## src/rtl/ecc_scrub_path.sv

```systemverilog
module ecc_scrub_path #(
  parameter int ADDR_W   = 10,
  parameter int ROW_BITS = 3
) (
  input  logic                       clk,
  input  logic                       rst_n,
  input  logic [1:0]                 mode_i,
  input  logic [(1<<ROW_BITS)-1:0]   row_noecc_i,
  input  logic                       req_valid_i,
  output logic                       req_ready_o,
  input  logic                       req_write_i,
  input  logic [ADDR_W-1:0]          req_addr_i,
  input  logic [7:0]                 req_be_i,
  input  logic [63:0]                req_wdata_i,
  output logic                       rsp_valid_o,
  output logic [63:0]                rsp_rdata_o,
  output logic                       mem_en_o,
  output logic                       mem_we_o,
  output logic [ADDR_W-1:0]          mem_addr_o,
  output logic [8:0]                 mem_be_o,
  output logic [71:0]                mem_wdata_o,
  input  logic [71:0]                mem_rdata_i,
  output logic                       err_sbe_o,
  output logic                       err_mbe_o,
  output logic [ADDR_W-1:0]          err_addr_o
);

  localparam int ROWS = 1 << ROW_BITS;

  function automatic logic [7:0] chk_gen(input logic [63:0] d);
    logic [6:0] h;
    int j;
    h = '0;
    j = 0;
    for (int p = 1; p < 72; p++) begin
      if ((p & (p - 1)) != 0) begin
        if (d[j]) h = h ^ p[6:0];
        j++;
      end
    end
    return {^{d, h}, h};
  endfunction

  function automatic logic [63:0] flip_at(input logic [63:0] d, input logic [6:0] syn);
    logic [63:0] r;
    int j;
    r = d;
    j = 0;
    for (int p = 1; p < 72; p++) begin
      if ((p & (p - 1)) != 0) begin
        if (p[6:0] == syn) r[j] = ~r[j];
        j++;
      end
    end
    return r;
  endfunction

  typedef enum logic [1:0] {S_IDLE, S_RD, S_RMW} state_t;
  state_t state;

  logic [ADDR_W-1:0] q_addr;
  logic [63:0]       q_wdata;
  logic [7:0]        q_be;

  logic accept, ecc_in, ecc_q, partial;
  assign accept  = req_valid_i && state == S_IDLE;
  assign partial = ~&req_be_i;
  assign ecc_in  = mode_i != 2'b00 && !row_noecc_i[req_addr_i[ADDR_W-1 -: ROW_BITS]];
  assign ecc_q   = mode_i != 2'b00 && !row_noecc_i[q_addr[ADDR_W-1 -: ROW_BITS]];

  logic [63:0] rd_d, fixed_d, good_d, merged_d;
  logic [7:0]  rd_c, calc_c;
  logic [6:0]  syn;
  logic        odd, check_on, hit_sbe, hit_mbe, use_fix, scrub;

  assign rd_d     = mem_rdata_i[63:0];
  assign rd_c     = mem_rdata_i[71:64];
  assign calc_c   = chk_gen(rd_d);
  assign syn      = calc_c[6:0] ^ rd_c[6:0];
  assign odd      = ^mem_rdata_i;
  assign fixed_d  = flip_at(rd_d, syn);
  assign check_on = state != S_IDLE && ecc_q;
  assign hit_sbe  = check_on && odd;
  assign hit_mbe  = check_on && !odd && syn != '0;
  assign use_fix  = hit_sbe && mode_i[1];
  assign good_d   = use_fix ? fixed_d : rd_d;
  assign scrub    = state == S_RD && use_fix && mode_i == 2'b11;

  always_comb begin
    for (int b = 0; b < 8; b++)
      merged_d[8*b +: 8] = q_be[b] ? q_wdata[8*b +: 8] : good_d[8*b +: 8];
  end

  always_comb begin
    mem_en_o    = 1'b0;
    mem_we_o    = 1'b0;
    mem_addr_o  = req_addr_i;
    mem_be_o    = '0;
    mem_wdata_o = {8'h00, req_wdata_i};
    if (accept) begin
      mem_en_o = 1'b1;
      if (req_write_i && !(ecc_in && partial)) begin
        mem_we_o    = 1'b1;
        mem_be_o    = ecc_in ? 9'h1FF : {1'b0, req_be_i};
        mem_wdata_o = {ecc_in ? chk_gen(req_wdata_i) : 8'h00, req_wdata_i};
      end
    end else if (scrub) begin
      mem_en_o    = 1'b1;
      mem_we_o    = 1'b1;
      mem_addr_o  = q_addr;
      mem_be_o    = 9'h1FF;
      mem_wdata_o = {chk_gen(good_d), good_d};
    end else if (state == S_RMW) begin
      mem_en_o    = 1'b1;
      mem_we_o    = 1'b1;
      mem_addr_o  = q_addr;
      mem_be_o    = 9'h1FF;
      mem_wdata_o = {chk_gen(merged_d), merged_d};
    end
  end

  always_ff @(posedge clk or negedge rst_n) begin
    if (!rst_n) begin
      state   <= S_IDLE;
      q_addr  <= '0;
      q_wdata <= '0;
      q_be    <= '0;
    end else begin
      case (state)
        S_IDLE: if (accept) begin
          q_addr  <= req_addr_i;
          q_wdata <= req_wdata_i;
          q_be    <= req_be_i;
          if (!req_write_i)          state <= S_RD;
          else if (ecc_in && partial) state <= S_RMW;
        end
        default: state <= S_IDLE;
      endcase
    end
  end

  assign req_ready_o = state == S_IDLE;
  assign rsp_valid_o = state == S_RD;
  assign rsp_rdata_o = good_d;
  assign err_sbe_o   = hit_sbe;
  assign err_mbe_o   = hit_mbe;
  assign err_addr_o  = q_addr;

  a_r9_read_resp: assert property (@(posedge clk) disable iff (!rst_n)
    (req_valid_i && req_ready_o && !req_write_i) |=> (rsp_valid_o && !req_ready_o));

  a_r9_resp_single: assert property (@(posedge clk) disable iff (!rst_n)
    rsp_valid_o |=> !rsp_valid_o);

  a_r7_merge_write: assert property (@(posedge clk) disable iff (!rst_n)
    (req_valid_i && req_ready_o && req_write_i && ecc_in && partial)
      |=> (mem_en_o && mem_we_o && mem_be_o == 9'h1FF && mem_addr_o == $past(req_addr_i)));

  a_r5_exclusive: assert property (@(posedge clk) disable iff (!rst_n)
    !(err_sbe_o && err_mbe_o));

  a_r6_no_scrub_low_mode: assert property (@(posedge clk) disable iff (!rst_n)
    (rsp_valid_o && mode_i != 2'b11) |-> !(mem_en_o && mem_we_o));

  a_r2_off_silent: assert property (@(posedge clk) disable iff (!rst_n)
    (mode_i == 2'b00) |-> !(err_sbe_o || err_mbe_o));

  initial assert (ROWS >= 2 && ROW_BITS < ADDR_W);

endmodule

```

## config.mk

```make
export PLATFORM = sky130hd
export DESIGN_NAME = ecc_scrub_path
export DESIGN_NICKNAME = d
export VERILOG_FILES = /design/src/rtl/ecc_scrub_path.sv
export SDC_FILE = /design/constraint.sdc
export NUM_CORES = 1
export LEC_CHECK = 0
export BUFFER_PORTS_ARGS = -buffer_cell sky130_fd_sc_hd__buf_4
export CORE_ASPECT_RATIO = 1.75
export CORE_MARGIN = 4
export CORE_UTILIZATION = 40
export DETAILED_ROUTE_END_ITERATION = 10
export GPL_TIMING_DRIVEN = 0
export MAX_ROUTING_LAYER = met4
export PLACE_DENSITY = 0.66
export SYNTH_ARGS = -nofsm -noshare
export SYNTH_HDL_FRONTEND = slang
export SYNTH_SLANG_ARGS = --single-unit
```

## constraint.sdc

```tcl
create_clock -name clk -period 9.9 [get_ports clk]
set_clock_uncertainty 0.15 [all_clocks]
set_input_delay 1.98 -clock clk [delete_from_list [all_inputs] [get_ports clk]]
set_output_delay 1.98 -clock clk [all_outputs]
set_load 0.01 [all_outputs]
```

# Yosys cells after proc, flatten, opt, wreduce, memory -nomap -nowiden
# Cells that the tools add are included.
[totals] word_cells=2606 regBits=84 output_inout_bits=171 in_bits=168
[classes] n_eq_ne=69 bitwise_logic=317 magnitude_cmp=191 add_sub_neg=186 reduce_logical=28 mux=1811
[ops] op="$mux W32" n=442
[ops] op="$lt A32 B8 Y1 const B" n=189
[ops] op="$add A32 B2 Y32 const B" n=186
[ops] op="$mux W7" n=477
[ops] op="$bmux W1 S6" n=189
[ops] op="$mux W6" n=125
[ops] op="$mux W1" n=386
[ops] op="$mux W5" n=61
[ops] op="$mux W72" n=4
[ops] op="$not A3 Y3" n=92
[ops] op="$not A4 Y4" n=64
[ops] op="$eq A6 B7 Y1 const A" n=31
[ops] op="$reduce_xor A71 Y1" n=3
[ops] op="$mux W64" n=2
[ops] op="$not A2 Y2" n=63
[ops] op="$not A5 Y5" n=24
[ops] op="$mux W4" n=29
[ops] op="$eq A5 B7 Y1 const A" n=15
[ops] op="$mux W8" n=10
[ops] op="$reduce_xor A72 Y1" n=1
[ops] op="$not A1 Y1" n=64
[ops] op="$mux W63" n=1
[ops] op="$mux W62" n=1
[ops] op="$mux W61" n=1
[ops] op="other kinds (73)" n=142

# Logic depth before layout (Yosys ltp)
# Gate-level depths: netlist of run 1.
[depth] ltp_word=518 mapped_depth=20 mapped_depth_nobuf=15

# Worst setup path after synthesis of run 1
# No wires, ideal clock.
[synth_path] kind="in2out" from="in mem_rdata_i[12]" to="out mem_wdata_o[71]" n_path_buf=1 path_stages=16 slack_ns=0.879 arrival_time_ns=6.891 required_time_ns=7.770 path_cell_list="xnor3_2 xnor3_2 xnor2_1 xnor3_2 xnor2_2 mux2_4 buf_2 o31a_1 o31ai_1 xnor3_1 xnor2_1 xnor3_1 xnor3_1 xnor2_2 xnor3_1 o221ai_2"
[synth_lines] element="start: declaration" line_no="22" text="input logic [71:0] mem_rdata_i,"
[synth_lines] element="end: declaration" line_no="21" text="output logic [71:0] mem_wdata_o,"

# Worst setup path after layout of run 1
[layout_path] from="in mem_rdata_i[50]" to="out mem_wdata_o[71]"
[layout_via] elab_chain_len=383 word_cells_on_any_way=1125 classes_between="eq/ne: 64; mux: 916; bitwise: 138; reduce/logical: 7"
[layout_rtl] element="parallel branches: the longest is 381 deep, another holds $mux W7"
[layout_rtl] element="$mux W72 *" line_no="107" text="end else if (scrub) begin"
[layout_rtl] element="$mux W72 *" line_no="100" text="if (accept) begin"
# Mark *: on every way between the ends. The select of a mux whose other input is x is not followed.

==> results.md, run 1 <==
* First-pass GRT wire length at 107400 um
* Minimum clock period at 9.872 ns
* CTS Buf Count at 9
* FP Rows at 89
* Placed insts at 2397
* Post-DRT Antenna Nets at 0
* Diodes inserted at 0
* Hold Path Origin: q_wdata[42]
* Number of global-route vias before repair at 15050
* Worst reg2reg path startpoint: state[1]
* Starting Density at 0.4061
* Routed wire per std cell at 31.60 um
* DRT iter0 DRCs at 1717
* Synth warn at 0
* CP max FO at 10
* Slowest stage delay, CP at 0.61 ns
* Hpwl dp at 64820 um
* Worst setup EP type: output pin
* Clock transition at path regs at 0.08 ns
* Syn-to-layout area delta at 36.91%
* Syn_area_per_cell at 8.459 sq um
* Setup CP Type: primary input to output pin
* Seq cells post-synth at 84
* Combinational Power Share at 0.875
* NumNets Final at 2180
* Die Ht at 252.9 um
* Clock network power share at 0.054
* Post-synthesis cell area at 13700 sq um
* Pint at 3.177 mW
* Cell Pwr Density at 352.8 nW/um^2
* Cells along the critical path: buf_4 -> xnor3_1 -> xnor2_4 -> xnor2_4 -> xor3_2 -> nand2_2 -> buf_4 -> clkbuf_4 -> buf_6 -> nor4_4 -> o31ai_2 -> buf_4 -> xnor3_1 -> xnor2_2 -> xnor3_1 -> xnor3_2 -> xnor2_2 -> xnor3_1 -> o221ai_2 -> buf_4
* Worst EP arrival at 7.74 ns
* Post-synth EDFFs at 0
* # setup viols final at 0
* Syn Nets at 1788
* Final hold vios at 0
* Detailed-route via count at 14910
* Total chip power at 6.618 mW
* Worst min path class: register to register
* DRC viols at 0
* Status: finished, final reports clean
* Initial antenna violation count at 1
* Overflow after GRT at 0
* Die area at 37400 sq um
* Slowest CP cell: xor3_2
* CTS Buffer Depth at 2
* Net Switching at 3.441 mW
* Placer Congestion at 1.084
* Max_slew headroom at 0.04658
* Max_cap viols at 0
* Synth cell types at 71
* DR vias/cell at 6.030
* CTS Root Cell: clkbuf_16
* Switching Fraction at 0.5199
* TritonCTS clock tree: built
* Syn Inst Count at 1620
* Placed Area at 16690 sq um
* Largest net degree at the start of global routing at 85
* Worst setup SP type: primary input
* Die width at 147.9 um
* F_max at 101.3 MHz
* Worst-Skew Late Latency at 0.37 ns
* CP startpoint: mem_rdata_i[50]
* LEAKAGE at 8.478 nW
* Gr usage total at 0.4155
* CP required at 7.77 ns
* Setup ws final at 0.02800 ns
* I/O Buffers at 322
* Main synth FF type: dfrtp_1
* Ports at 339
* Tightest Pin Transition at 1.419 ns
* FILL cells at 3218
* H-tree depth at 3
* CTS Sinks at 84
* Post-Route WL at 78110 um
* Fin cells at 2472
* Fraction of final layout cells sized beyond drive strength 1 at 0.3277
* Part of the power in registers at 0.071
* Final Cell Area at 18760 sq um
* Worst VDD drop at 0.4631 mV
* Drt first pass iters at 9
* Post-placement setup slack at -1.373 ns
* Period Utilization, post-route at 0.9972
* Share of synthesized registers carrying an async set or reset at 1.000
* Seq/Total Area, Yosys at 0.1534
* Core box area at 33740 sq um
* Max-slew violations at 0
[cell families after synthesis]
logic type,share of synthesized area
AND/OR/NAND/NOR,0.1895
XOR/XNOR,0.4283
AO/OA/AOI/OAI,0.1621
buffers and inverters,0.04730
flip-flops,0.1534
multiplexers,0.01945
[routing by layer]
layer  global-route usage  part of all wire  vias to the layer above
met3              0.04799             0.066                      366
met4               0.3775              0.12                        0
li1                     -                 -                     6396
met2               0.7113              0.50                     1006
met1               0.4092              0.31                     7139
met5                    -                 0                        -
[final timing paths]
path | slack (ns) | cells after the start | to
worst min-delay path | 0.33 | 2 | q_wdata[42]
min in group asynchronous | 1.66 | 1 | q_wdata[11]
worst max register to register | 6.99 | 5 | q_be[1]
max in group asynchronous | 7.13 | 1 | q_wdata[56]
worst max-delay path | 0.03 | 20 | mem_wdata_o[71]
worst min register to register | 0.33 | 2 | q_wdata[42]
[Yosys cell counts, types with 5 or more instances]
cell type | count | area [sq um]
nand2_1 | 345 | 1295
xnor2_1 | 311 | 2724
xor2_1 | 110 | 963.4
dfrtp_1 | 84 | 2102
xnor3_1 | 73 | 1644
clkbuf_1 | 59 | 221.5
nor2_1 | 51 | 191.4
inv_1 | 45 | 168.9
o21ai_0 | 45 | 225.2
o31ai_1 | 37 | 277.8
nor4_1 | 35 | 219.0
a222oi_1 | 30 | 300.3
o31a_1 | 26 | 227.7
a22oi_1 | 24 | 180.2
nand2b_1 | 23 | 143.9
nor3_1 | 23 | 115.1
buf_2 | 21 | 105.1
or2_2 | 21 | 131.4
a31oi_1 | 16 | 100.1
mux2i_1 | 15 | 150.1
nand3_1 | 14 | 70.07
or4_1 | 14 | 105.1
a211oi_1 | 13 | 97.59
o211a_1 | 13 | 130.1
o211ai_1 | 13 | 97.59
xnor2_2 | 11 | 178.9
o221ai_1 | 10 | 87.58
o31ai_2 | 9 | 112.6
a21oi_1 | 8 | 40.04
and3_1 | 8 | 50.05
buf_1 | 8 | 30.03
buf_6 | 7 | 78.83
o21ai_1 | 7 | 35.03
and2_1 | 6 | 37.54
nand4_1 | 5 | 31.28
xnor3_2 | 5 | 118.9
[flip-flops by register name, summed over array words and instances, names as in the netlist]
name	flops
q_be	8
q_wdata	64
state	2
err_addr_o	10
[area by class of cell]
| class | instances | area [sq um] | area share |
|---|---|---|---|
| Timing Repair Buffer | 384 | 2933 | 0.1563 |
| Clock buffer | 9 | 225.2 | 0.01200 |
| Clock inverter | 7 | 73.82 | 0.003935 |
| Buffer | 97 | 521.8 | 0.02781 |
| Sequential cell | 84 | 2102 | 0.1120 |
| Tap cell | 455 | 569.3 | 0.03035 |
| Inverter | 48 | 180.2 | 0.009604 |
| Multi-Input combinational cell | 1388 | 12160 | 0.6479 |
[through the flow]
| stage | setup TNS (ns) | hold slack (ns) | utilization |
|---|---|---|---|
| 2_1_floorplan | 0 | 0.2869 | - |
| 5_1_grt | -0.006299 | 0.3517 | 0.5560 |
| 3_5_place_dp | -5.061 | 0.3039 | 0.4948 |
| 6_report | 0 | 0.3276 | 0.5560 |
| 4_1_cts | -0.01025 | 0.3221 | 0.5403 |
| 3_3_place_gp | -6.372 | 0.3013 | 0.4946 |
[layout by cell type, fill, tap and decap left out, types with 8 or more instances in the layout]
| cell type | netlist | layout |
|---|---|---|
| clkbuf_2 | 2 | 8 |
| or4_1 | 14 | 13 |
| a211oi_1 | 13 | 9 |
| nor3_1 | 23 | 17 |
| buf_4 | 3 | 392 |
| a222oi_1 | 30 | 30 |
| a22oi_1 | 24 | 24 |
| o31a_1 | 26 | 26 |
| buf_6 | 7 | 9 |
| nor4_2 | 3 | 16 |
| clkbuf_16 | 0 | 9 |
| mux2i_1 | 15 | 12 |
| o31ai_4 | 1 | 14 |
| nand2_1 | 345 | 340 |
| xnor2_4 | 1 | 13 |
| xnor2_2 | 11 | 24 |
| o21ai_0 | 45 | 43 |
| or2_2 | 21 | 21 |
| nor3_2 | 3 | 8 |
| nor2_1 | 51 | 48 |
| buf_2 | 21 | 13 |
| a31oi_1 | 16 | 12 |
| nor4_1 | 35 | 15 |
| xnor2_1 | 311 | 286 |
| o211ai_1 | 13 | 13 |
| nand2b_1 | 23 | 22 |
| nand3_1 | 14 | 14 |
| clkbuf_1 | 59 | 44 |
| xor2_2 | 4 | 19 |
| o21ai_1 | 7 | 8 |
| xor2_4 | 1 | 9 |
| inv_1 | 45 | 45 |
| o31ai_2 | 9 | 17 |
| o31ai_1 | 37 | 16 |
| xnor3_1 | 73 | 61 |
| xnor3_2 | 5 | 17 |
| xor2_1 | 110 | 87 |
| dfrtp_1 | 84 | 84 |
| o211a_1 | 13 | 13 |
| o221ai_1 | 10 | 10 |
[worst max-delay path, delay by kind of cell]
| kind | cells | cell delay (ns) |
|---|---|---|
| XOR/XNOR | 10 | 3.61 |
| buffers and inverters | 6 | 1.36 |
| AO/OA/AOI/OAI | 2 | 0.42 |
| AND/OR/NAND/NOR | 2 | 0.34 |
[power groups by stage]
stage / logic, mW / clock network (mW) / registers, mW
final: 5.79 / 0.358 / 0.469
after CTS: 5.50 / 0.358 / 0.463
after global routing: 5.96 / 0.370 / 0.472
after global placement: 4.81 / 0 / 0.467
after detailed placement: 4.83 / 0 / 0.469
after floorplan: 3.37 / 0 / 0.447
[repair_timing]
action | CTS | global route
setup endpoints to repair | 7 | 1
setup buffers | 46 | 16
pin swaps | 28 | 27
resized for setup | 149 | 76
hold buffers | 0 | 0
Power figures use the tool's default switching activity.
==> run 2: changes to the inputs <==
--- a/config.mk
+++ b/config.mk
@@ -5,13 +5,12 @@
 export SDC_FILE = /design/constraint.sdc
 export NUM_CORES = 1
 export LEC_CHECK = 0
-export BUFFER_PORTS_ARGS = -buffer_cell sky130_fd_sc_hd__buf_4
+export BUFFER_PORTS_ARGS = -buffer_cell sky130_fd_sc_hd__buf_2
 export CORE_ASPECT_RATIO = 1.75
 export CORE_MARGIN = 4
 export CORE_UTILIZATION = 40
 export DETAILED_ROUTE_END_ITERATION = 10
 export GPL_TIMING_DRIVEN = 0
-export MAX_ROUTING_LAYER = met4
 export PLACE_DENSITY = 0.66
 export SYNTH_ARGS = -nofsm -noshare
 export SYNTH_HDL_FRONTEND = slang
==> run 2 against run 1 <==
  * The flow now finishes with violations (setup timing)
  * Core utilization fell by 3.7 points
  * Power fell by 5.6%
  * Register-to-register slack improved by 0.06 ns
  * Die area did not move
  * Global-route usage fell by 3.1 points
  * Clock-buffer cell count did not move
  * Cell count fell by 0.57%
  * Combinational power fell by 6.6%
  * Largest power group unchanged
==> results.md, run 2 (synthesis results as in run 1) <==
* Status: finished, violations left
* Failing checks: setup timing
* Commonest cells after routing, fill and taps aside: nand2_1, buf_2, xnor2_1
* Gr usage total at 0.3847
* Worst min path class: register to register
* Die area at 37400 sq um
* DRT iter0 DRCs at 1588
* Clock transition at path regs at 0.07 ns
* CP Capture Point: mem_wdata_o[71]
* Period Utilization, post-route at 1.007
* Syn-to-layout area delta at 27.89%
* Placed insts at 2398
* CTS Hold Buffers Added at 0
* Initial antenna violation count at 0
* Die width at 147.9 um
* Setup tns final at -0.07349 ns
* RSZ-0062 raised after global routing: yes
* Die Ht at 252.9 um
* Core box area at 33740 sq um
* Hpwl dp at 62270 um
* Post-Route WL at 74450 um
* Part of the power in registers at 0.074
* Number of global-route vias before repair at 14580
* Util after Layout at 0.5194
* Cell Pwr Density at 356.5 nW/um^2
* FP Rows at 89
* Footprint of the multi-input gates at 11770 sq um
* Worst reg2reg path startpoint: state[1]
* Net Switching at 3.257 mW
* FILL cells at 3353
* F_max at 100.3 MHz
* Worst EP arrival at 7.84 ns
* TritonCTS clock tree: built
* Routed wire per std cell at 30.29 um
* Pint at 2.990 mW
* DR vias/cell at 5.965
* Ports at 339
* R2R depth at 5
* CTS Root Cell: clkbuf_16
* CTS Buf Count at 9
* H-tree depth at 3
* Max_slew headroom at 0.06331
* Fraction of final layout cells sized beyond drive strength 1 at 0.3040
* Detailed-route via count at 14660
* Tightest Pin Transition at 1.394 ns
* Worst VDD drop at 0.4692 mV
* Largest net degree at the start of global routing at 67
* # setup viols final at 1
* Post-placement setup slack at -1.308 ns
* Max-slew violations at 0
* Combinational Power Share at 0.865
* CTS Buffer Depth at 2
* Overflow after GRT at 0
* Total chip power at 6.247 mW
* Fin cells at 2458
* Largest register FFs at 64
* Sequential cell area at 2102 sq um
* Placer Congestion at 1.036
* NumNets Final at 2166
* Reg-to-Reg End: q_be[1]
* CP startpoint: mem_rdata_i[1]
* Diodes inserted at 0
* Minimum clock period at 9.973 ns
* CP required at 7.77 ns
* Starting Density at 0.4061
* Setup ws final at -0.07349 ns
* Final hold vios at 0
* Commonest non-fill, non-tap cell in the layout: nand2_1
* LEAKAGE at 8.074 nW
* DRC viols at 0
* First-pass GRT wire length at 102700 um
* CP max FO at 10
* Drt first pass iters at 9
* Worst-Skew Late Latency at 0.37 ns
* Switching Fraction at 0.5214
* Worst setup EP type: output pin
* Max_cap viols at 0
* Hold Path Stages at 2
* Clock network power share at 0.060
* Top reg by flops: q_wdata
* Setup CP Type: primary input to output pin
* Post-DRT Antenna Nets at 0
* Worst setup SP type: primary input
* CTS Sinks at 84
* Worst reg2reg setup slack at 7.05 ns
* I/O Buffers at 322
## run 2: cell types whose count changed in the layout (fill, tap and decap cells not counted), sizes merged
| cell | delta |
|---|---|
| clkinvlp | +2 |
| inv | -2 |
| buf | -17 |
| bufinv | +1 |
| clkinv | -1 |
| clkbuf | +3 |
## run 2: through the flow
step	area (sq um)	hold slack [ns]
3_5_place_dp	15920	0.3032
4_1_cts	17310	0.3214
5_1_grt	17530	0.3350
6_report	17530	0.3216
2_1_floorplan	13700	0.2869
3_3_place_gp	15880	0.3009
## run 2: layout make-up
class,instances,share of cell area
Multi-Input combinational cell,1388,0.6717
Clock buffer,9,0.01285
Clock inverter,7,0.005426
Timing Repair Buffer,370,0.1188
Tap cell,455,0.03248
Inverter,48,0.01028
Buffer,97,0.02856
Sequential cell,84,0.1199
## run 2: worst max-delay path, stage by stage
cell and delay [ns]:
clkbuf_2 0.23, xnor2_1 0.23, xnor3_1 0.49, xnor2_4 0.28
xnor3_2 0.47, xnor2_4 0.24, mux2i_1 0.35, buf_6 0.20
buf_2 0.29, buf_6 0.22, buf_6 0.18, nor4_1 0.08
xnor2_1 0.50, xor2_1 0.25, xnor3_1 0.46, xnor3_2 0.42
xnor3_1 0.40, xnor2_2 0.23, o221ai_2 0.14, buf_2 0.18
## run 2: metal layers
layer  vias up  global-route usage  wire length [um]
met1      7007              0.3943             23860
met4         0              0.3572              8775
met2       963              0.6734             36950
li1       6379                   -                 -
met3       314             0.04691              4865
met5         -                   0                 0
## run 2: power groups by stage
stage,Sequential [mW],Clock (mW),Combinational (mW)
6_report,0.464,0.376,5.41
5_1_grt,0.469,0.390,5.58
4_1_cts,0.461,0.378,5.26
3_5_place_dp,0.467,0,4.68
3_3_place_gp,0.464,0,4.70
2_1_floorplan,0.447,0,3.37
## run 2: repair_timing
action,CTS,global route
gates resized for setup,123,25
pin swaps,19,9
endpoints found under the hold margin,0,0
setup buffers,40,7
endpoints found under the setup margin,7,1
## run 2: worst min-delay path by stage
stage / start / endpoint / slack (ns)
floorplan: q_wdata[16] / q_wdata[16] / 0.29
global placement: q_wdata[18] / q_wdata[18] / 0.30
detailed placement: q_wdata[51] / q_wdata[51] / 0.30
CTS: q_wdata[51] / q_wdata[51] / 0.32
global route: q_wdata[43] / q_wdata[43] / 0.34
finish: q_wdata[43] / q_wdata[43] / 0.32
